===== src/rtl/uart_stat_pkg.sv =====
package uart_stat_pkg;
  localparam int unsigned STAT_W   = 16;
  localparam int unsigned B_RDY    = 0;
  localparam int unsigned B_OVR    = 1;
  localparam int unsigned B_BRK    = 2;
  localparam int unsigned B_TXDC   = 3;
  localparam int unsigned B_RTS    = 4;
  localparam int unsigned B_RXFALL = 5;
  localparam int unsigned B_WAKE   = 7;
  localparam int unsigned B_IR     = 8;
  localparam int unsigned B_ABSTOP = 11;
  localparam int unsigned B_IDLE   = 12;
  localparam int unsigned B_TXFE   = 14;
  localparam int unsigned B_ABDONE = 15;

  localparam logic [STAT_W-1:0] STICKY_MASK =
      (STAT_W'(1) << B_OVR)    | (STAT_W'(1) << B_BRK)  |
      (STAT_W'(1) << B_RTS)    | (STAT_W'(1) << B_RXFALL) |
      (STAT_W'(1) << B_WAKE)   | (STAT_W'(1) << B_IR)   |
      (STAT_W'(1) << B_ABSTOP) | (STAT_W'(1) << B_IDLE) |
      (STAT_W'(1) << B_ABDONE);
endpackage


===== src/rtl/usf_rts_edge.sv =====
module usf_rts_edge #(
  parameter int unsigned STAGES = 2
) (
  input  logic       clk_i,
  input  logic       rst_ni,
  input  logic       pin_i,
  input  logic [1:0] sel_i,
  output logic       edge_o
);
  logic [STAGES-1:0] sync_q, sync_d;
  logic              prev_q;
  logic              rise, fall;

  always_comb begin
    sync_d = {sync_q[STAGES-2:0], pin_i};
  end

  always_ff @(posedge clk_i or negedge rst_ni) begin
    if (!rst_ni) begin
      sync_q <= '0;
      prev_q <= 1'b0;
    end else begin
      sync_q <= sync_d;
      prev_q <= sync_q[STAGES-1];
    end
  end

  assign rise = sync_q[STAGES-1] & ~prev_q;
  assign fall = ~sync_q[STAGES-1] & prev_q;

  always_comb begin
    if (sel_i[1])      edge_o = rise | fall;
    else if (sel_i[0]) edge_o = fall;
    else               edge_o = rise;
  end

  // never reports an edge while the synchronized level is stable
  p_stable_no_edge_r9: assert property (@(posedge clk_i) disable iff (!rst_ni)
    (sync_q[STAGES-1] == prev_q) |-> !edge_o);
endmodule


===== src/rtl/usf_sticky_bank.sv =====
module usf_sticky_bank #(
  parameter int unsigned     W    = 16,
  parameter logic [W-1:0]    MASK = '1
) (
  input  logic         clk_i,
  input  logic         rst_ni,
  input  logic [W-1:0] set_i,
  input  logic [W-1:0] clr_i,
  output logic [W-1:0] q_o
);
  for (genvar i = 0; i < W; i++) begin : g_bit
    if (MASK[i]) begin : g_flag
      logic q, d, en;
      always_comb begin
        en = set_i[i] | clr_i[i];
        d  = set_i[i];
      end
      always_ff @(posedge clk_i or negedge rst_ni) begin
        if (!rst_ni)  q <= 1'b0;
        else if (en)  q <= d;
      end
      assign q_o[i] = q;

      p_set_wins_r4: assert property (@(posedge clk_i) disable iff (!rst_ni)
        set_i[i] |=> q_o[i]);
      p_hold_r2: assert property (@(posedge clk_i) disable iff (!rst_ni)
        (q_o[i] && !clr_i[i]) |=> q_o[i]);
      p_clear_r3: assert property (@(posedge clk_i) disable iff (!rst_ni)
        (clr_i[i] && !set_i[i]) |=> !q_o[i]);
    end else begin : g_none
      logic unused_in;
      assign unused_in = set_i[i] ^ clr_i[i];
      assign q_o[i] = 1'b0;
    end
  end
endmodule


===== src/rtl/usf_level_flags.sv =====
module usf_level_flags #(
  parameter int unsigned CNT_W = 5
) (
  input  logic             clk_i,
  input  logic             rst_ni,
  input  logic             tx_wr_i,
  input  logic             tx_fifo_empty_i,
  input  logic             tx_shift_empty_i,
  input  logic             rx_push_i,
  input  logic             rx_pop_i,
  input  logic [CNT_W-1:0] rx_cnt_i,
  output logic             txfe_o,
  output logic             txdc_o,
  output logic             rdy_o
);
  logic txfe_q, txfe_d, txdc_q, txdc_d, rdy_q, rdy_d;
  logic last_pop;

  assign last_pop = rx_pop_i && (rx_cnt_i == CNT_W'(1));

  always_comb begin
    txfe_d = tx_fifo_empty_i & ~tx_wr_i;
    txdc_d = tx_fifo_empty_i & tx_shift_empty_i & ~tx_wr_i;
    if (rx_push_i)     rdy_d = 1'b1;
    else if (last_pop) rdy_d = 1'b0;
    else               rdy_d = rdy_q;
  end

  always_ff @(posedge clk_i or negedge rst_ni) begin
    if (!rst_ni) begin
      txfe_q <= 1'b0;
      txdc_q <= 1'b0;
      rdy_q  <= 1'b0;
    end else begin
      txfe_q <= txfe_d;
      txdc_q <= txdc_d;
      rdy_q  <= rdy_d;
    end
  end

  assign txfe_o = txfe_q;
  assign txdc_o = txdc_q;
  assign rdy_o  = rdy_q;

  p_txfe_drop_r7: assert property (@(posedge clk_i) disable iff (!rst_ni)
    tx_wr_i |=> !txfe_o);
  p_txdc_drop_r8: assert property (@(posedge clk_i) disable iff (!rst_ni)
    tx_wr_i |=> !txdc_o);
  p_txdc_busy_r8: assert property (@(posedge clk_i) disable iff (!rst_ni)
    !tx_shift_empty_i |=> !txdc_o);
  p_rdy_last_r6: assert property (@(posedge clk_i) disable iff (!rst_ni)
    (last_pop && !rx_push_i) |=> !rdy_o);
  p_rdy_keep_r6: assert property (@(posedge clk_i) disable iff (!rst_ni)
    (rdy_o && !last_pop) |=> rdy_o);
endmodule


===== src/rtl/uart_stat_flags.sv =====
module uart_stat_flags
  import uart_stat_pkg::*;
#(
  parameter int unsigned RX_CNT_W    = 5,
  parameter int unsigned SYNC_STAGES = 2
) (
  input  logic                clk_i,
  input  logic                rst_ni,
  input  logic                ev_start_i,
  input  logic                ev_rxd_fall_i,
  input  logic                ev_brk_i,
  input  logic                ev_idle_i,
  input  logic                ev_ir_i,
  input  logic                ev_abd_done_i,
  input  logic                ev_abd_stop_i,
  input  logic                rx_done_i,
  input  logic                rx_full_i,
  input  logic                rx_pop_i,
  input  logic [RX_CNT_W-1:0] rx_cnt_i,
  input  logic                tx_wr_i,
  input  logic                tx_fifo_empty_i,
  input  logic                tx_shift_empty_i,
  input  logic                rts_i,
  input  logic [1:0]          rts_sel_i,
  input  logic                bus_addr_i,
  input  logic                bus_wr_i,
  input  logic [15:0]         bus_wdata_i,
  output logic [15:0]         bus_rdata_o,
  output logic                irq_o
);
  logic [STAT_W-1:0] set_vec, clr_vec, sticky, flags;
  logic [STAT_W-1:0] en_q, en_d;
  logic              en_we, irq_q, irq_d;
  logic              rts_edge, rx_push, rx_ovr;
  logic              txfe, txdc, rdy;

  assign rx_push = rx_done_i & ~rx_full_i;
  assign rx_ovr  = rx_done_i &  rx_full_i;

  usf_rts_edge #(.STAGES(SYNC_STAGES)) u_rts (
    .clk_i (clk_i),
    .rst_ni(rst_ni),
    .pin_i (rts_i),
    .sel_i (rts_sel_i),
    .edge_o(rts_edge)
  );

  always_comb begin
    set_vec           = '0;
    set_vec[B_OVR]    = rx_ovr;
    set_vec[B_BRK]    = ev_brk_i;
    set_vec[B_RTS]    = rts_edge;
    set_vec[B_RXFALL] = ev_rxd_fall_i;
    set_vec[B_WAKE]   = ev_start_i;
    set_vec[B_IR]     = ev_ir_i;
    set_vec[B_ABSTOP] = ev_abd_stop_i;
    set_vec[B_IDLE]   = ev_idle_i;
    set_vec[B_ABDONE] = ev_abd_done_i;
    clr_vec = (bus_wr_i && !bus_addr_i) ? (bus_wdata_i & STICKY_MASK) : '0;
  end

  usf_sticky_bank #(.W(STAT_W), .MASK(STICKY_MASK)) u_sticky (
    .clk_i (clk_i),
    .rst_ni(rst_ni),
    .set_i (set_vec),
    .clr_i (clr_vec),
    .q_o   (sticky)
  );

  usf_level_flags #(.CNT_W(RX_CNT_W)) u_level (
    .clk_i           (clk_i),
    .rst_ni          (rst_ni),
    .tx_wr_i         (tx_wr_i),
    .tx_fifo_empty_i (tx_fifo_empty_i),
    .tx_shift_empty_i(tx_shift_empty_i),
    .rx_push_i       (rx_push),
    .rx_pop_i        (rx_pop_i),
    .rx_cnt_i        (rx_cnt_i),
    .txfe_o          (txfe),
    .txdc_o          (txdc),
    .rdy_o           (rdy)
  );

  always_comb begin
    flags         = sticky;
    flags[B_TXFE] = txfe;
    flags[B_TXDC] = txdc;
    flags[B_RDY]  = rdy;
  end

  always_comb begin
    en_we = bus_wr_i & bus_addr_i;
    en_d  = bus_wdata_i;
    irq_d = |(flags & en_q);
  end

  always_ff @(posedge clk_i or negedge rst_ni) begin
    if (!rst_ni) begin
      en_q  <= '0;
      irq_q <= 1'b0;
    end else begin
      if (en_we) en_q <= en_d;
      irq_q <= irq_d;
    end
  end

  assign bus_rdata_o = bus_addr_i ? en_q : flags;
  assign irq_o       = irq_q;

  p_irq_follow_r10: assert property (@(posedge clk_i) disable iff (!rst_ni)
    (|(flags & en_q)) |=> irq_o);
  p_irq_quiet_r10: assert property (@(posedge clk_i) disable iff (!rst_ni)
    (en_q == '0) |=> !irq_o);
  p_ovr_sets_r5: assert property (@(posedge clk_i) disable iff (!rst_ni)
    (rx_done_i && rx_full_i) |=> flags[B_OVR]);
  p_unused_zero_r11: assert property (@(posedge clk_i) disable iff (!rst_ni)
    (flags[13] == 1'b0) && (flags[10] == 1'b0) && (flags[9] == 1'b0) && (flags[6] == 1'b0));
endmodule


===== config.mk =====
export PLATFORM = sky130hd
export DESIGN_NAME = uart_stat_flags
export DESIGN_NICKNAME = d
export VERILOG_FILES = /design/src/rtl/uart_stat_pkg.sv /design/src/rtl/usf_rts_edge.sv /design/src/rtl/usf_sticky_bank.sv /design/src/rtl/usf_level_flags.sv /design/src/rtl/uart_stat_flags.sv
export SDC_FILE = /design/constraint.sdc
export NUM_CORES = 1
export LEC_CHECK = 0
export ABC_AREA = 1
export BUFFER_PORTS_ARGS = -buffer_cell sky130_fd_sc_hd__buf_2
export CORE_UTILIZATION = 43
export CTS_CLUSTER_DIAMETER = 150
export CTS_CLUSTER_SIZE = 30
export DETAILED_ROUTE_END_ITERATION = 10
export PLACE_DENSITY = 0.72
export SYNTH_ARGS = -nofsm -noshare
export SYNTH_HDL_FRONTEND = slang
export SYNTH_SLANG_ARGS = --single-unit

===== constraint.sdc =====
create_clock -name clk_i -period 0.95 [get_ports clk_i]
set_input_delay 0.19 -clock clk_i [delete_from_list [all_inputs] [get_ports clk_i]]
set_output_delay 0.19 -clock clk_i [all_outputs]
set_load 0.02 [all_outputs]

==> qor.csv <==
stage,metric,value,unit
synthesis,post-synth top area share,0.525,
finish,Multi-input gate area,648,µm²
min_path,Tightest Hold Check Type,in -> reg,
power_and_ir_drop,switch share,0.294,
timing,Final Max Tran Viols,0,
power_and_ir_drop,Power Density,1410,nW/µm²
clocking,clock sink count,32,
power_and_ir_drop,cell leakage power,1.36,nW
finish,Non-Filler Instances,341,
clocking,TritonCTS clock tree,built,
power_and_ir_drop,clock share of power,0.240,
floorplan,core area,3360,µm²
synthesis,Syn Nets,243,
placement,I/O Buffers,57,
placement,dpl cells,307,
clocking,Clock Path Buffers,2,
floorplan,Die W,61.6,µm
floorplan,io pins,58,
clocking,Worst-Skew Late Latency,0.33,ns
synthesis,mapped cell area,1530,µm²
setup_path,largest fanout on the critical path,2,
timing,Hold Slack,0.0424,ns
drt,Final ANT Viol Nets,0,
floorplan,Rows,21,
outcome,status,"complete, but fails checks",
drt,via-per-instance ratio,4.51,
clocking,"Reg clk slew, reported paths",0.10,ns
placement,GPL Wtd Cong,0.791,
drt,DRC viols,0,
drt,drt pass-1 iters,4,
finish,Antenna Cells,0,
finish,layout cells sized above 1,0.431,
power_and_ir_drop,Combinational Power Share,0.293,
drt,Avg WL per Cell,10.6,µm
synthesis,syn avg cell area,7.63,µm²
placement,dpl hpwl,2420,µm
timing,fin crit share,1.30,
timing,"Hold Vio Cnt, Final",0,
floorplan,Die ar.,3790,µm²
timing,crit path time final,1.24,ns
global_route,GRT Total Usage,0.206,
job,Max-Cap Viols,0,
synthesis,Post-Synthesis Cells,200,
setup_path,"Arr. time, crit path",1.05,ns
synthesis,top_reg_cell synth,dfrtp_1,
floorplan,Die Y,61.6,µm
setup_path,critical path type,reg -> out,
global_route,largest net degree at the start of global routing,33,
drt,Detailed Route Iter0 Violations,33,
timing,maximum clock rate,809,MHz
timing,headroom to the max-slew limit,0.878,
floorplan,Initial Util,0.453,
finish,Layout Area Growth over Synthesis,55.5,%
finish,FILL cells,293,
timing,unrepaired setup endpoints after global routing,true,
drt,WL final,3620,µm
outcome,failing checks,negative setup slack,
clocking,clock root buffer master,clkbuf_4,
clocking,Inserted Clock Buffers,5,
synthesis,Synth area leader,dfrtp_1,
power_and_ir_drop,Flop pwr share,0.467,
clocking,H-tree depth,2,
synthesis,Synth Register Bits,32,
timing,clock skew,0.00533,ns
synthesis,asr flop ratio synth,1.00,
setup_path,WP data required,0.76,ns
global_route,first-pass GRT wire length,5510,µm
power_and_ir_drop,internal power,2.35,mW
global_route,initial antenna violation count,0,
timing,setup violators final,18,
timing,fin worst setup slack,-0.287,ns
synthesis,Yosys cell types,13,
drt,vias,1539,
finish,post-route cell area,2370,µm²
synthesis,yosys warns,0,
synthesis,Post-synth top cells,"nand2_1 (78), dfrtp_1 (32), inv_1 (27), nor2_1 (17), nand3_1 (12)",
global_route,gr ovfl total,0,
synthesis,"EDFF count, synth",0,
finish,Final #Nets,337,
power_and_ir_drop,maximum vdd drop,0.830,mV
global_route,vias in the first global route,1362,
synthesis,most common cell in the netlist,nand2_1,
power_and_ir_drop,Sw Pwr,0.979,mW
setup_path,Startpoint Class,flop,
finish,Util after Layout,0.705,
finish,register area,801,µm²
synthesis,synth top area cells,"dfrtp_1 (53%), nand2_1 (19%), inv_1 (6.6%)",
setup_path,Critical Path End Type,primary output,
synthesis,sequential fraction of the synthesis area,0.525,
timing,Slew @ Worst Pin,0.183,ns
placement,Area after DPL,1940,µm²
logic make-up (layout without fill, tap and decap cells):
kind of cell | after synthesis | after routing | synth area share
and+or+nand+nor | 109 | 109 | 0.281
buffers and inverters | 34 | 129 | 0.0902
DFF | 32 | 32 | 0.525
AOI/OAI and AO/OA | 23 | 23 | 0.0870
adders and majority gates | 2 | 2 | 0.0164
registers in the layout (all words and copies together) (netlist names):
signal and flops:
en_q 16, irq_o 1, u_level.rdy_o 1, u_level.txdc_o 1, u_level.txfe_o 1, u_rts.prev_q 1, u_rts.sync_q 2, u_sticky.g_bit.g_flag.q 9
final timing paths:
| check | from | end | slack [ns] | depth (start not counted) |
|---|---|---|---|---|
| max in group asynchronous | rst_ni | u_rts.prev_q$_DFF_PN0_ | 0.45 | 3 |
| worst min register to register | u_rts.sync_q[0]$_DFF_PN0_ | u_rts.sync_q[1]$_DFF_PN0_ | 0.36 | 0 |
| worst min-delay path | ev_start_i | u_sticky.g_bit[7].g_flag.q$_DFFE_PN0P_ | 0.04 | 2 |
| min in group asynchronous | rst_ni | en_q[8]$_DFFE_PN0P_ | 0.32 | 3 |
| worst max register to register | u_rts.sync_q[1]$_DFF_PN0_ | u_sticky.g_bit[4].g_flag.q$_DFFE_PN0P_ | -0.01 | 4 |
| worst max-delay path | u_sticky.g_bit[8].g_flag.q$_DFFE_PN0P_ | bus_rdata_o[8] | -0.29 | 3 |
worst max-delay path, stage by stage, from the launching register on:
cell and delay [ns]:
dfrtp_1 0.36, inv_1 0.06, o21ai_2 0.15, buf_6 0.14
through the flow:
stage | setup TNS (ns) | total power [mW] | setup WS (ns)
3_5_place_dp | -1.86 | 2.24 | -0.161
3_3_place_gp | -1.59 | 2.23 | -0.109
6_report | -3.76 | 3.33 | -0.287
4_1_cts | -3.83 | 3.25 | -0.273
5_1_grt | -4.83 | 3.54 | -0.333
2_1_floorplan | 0 | 1.96 | 0.0624
placed cells by master (no fill, tap or decap):
cell / instances
nand2_1: 69
buf_2: 40
dfrtp_1: 32
buf_4: 29
buf_6: 19
inv_1: 17
nor2_1: 15
nand3_1: 12
inv_2: 11
nand2_2: 11
o21ai_1: 10
o21bai_1: 7
o21ai_2: 5
clkbuf_4: 5
dlygate4sd3_1: 3
nor2_2: 2
clkbuf_1: 2
buf_12: 2
o21ai_0: 1
ha_4: 1
ha_2: 1
clkbuf_8: 1
repair_timing:
item | in CTS | in global routing
hold endpoints to repair | 33 | 2
buffers inserted | 19 | 11
endpoints found under the setup margin | 18 | 19
resized for setup | 34 | 31
gates cloned | 0 | 0
pin swaps | 15 | 21
hold buffers | 2 | 1
final cells by class:
type / instances / share of cell area
Sequential cell: 32 / 0.338
Timing Repair Buffer: 93 / 0.296
Multi-Input combinational cell: 134 / 0.273
Inverter: 28 / 0.0443
Clock buffer: 8 / 0.0248
Tap cell: 46 / 0.0243
power by group through the flow:
stage / registers [mW] / clock network (mW) / logic, mW
floorplan: 1.57 / 0 / 0.381
global placement: 1.59 / 0 / 0.640
detailed placement: 1.59 / 0 / 0.653
CTS: 1.55 / 0.816 / 0.885
global route: 1.57 / 0.892 / 1.08
finish: 1.56 / 0.800 / 0.978
routing by layer:
layer  wire (µm)  track usage  up-vias
li1            -            -      798
met3         159       0.0630        7
met2        1880        0.353       38
met1        1520        0.243      696
met5           0            0        -
met4          58       0.0794        0
(Power assumes the default switching activity.)
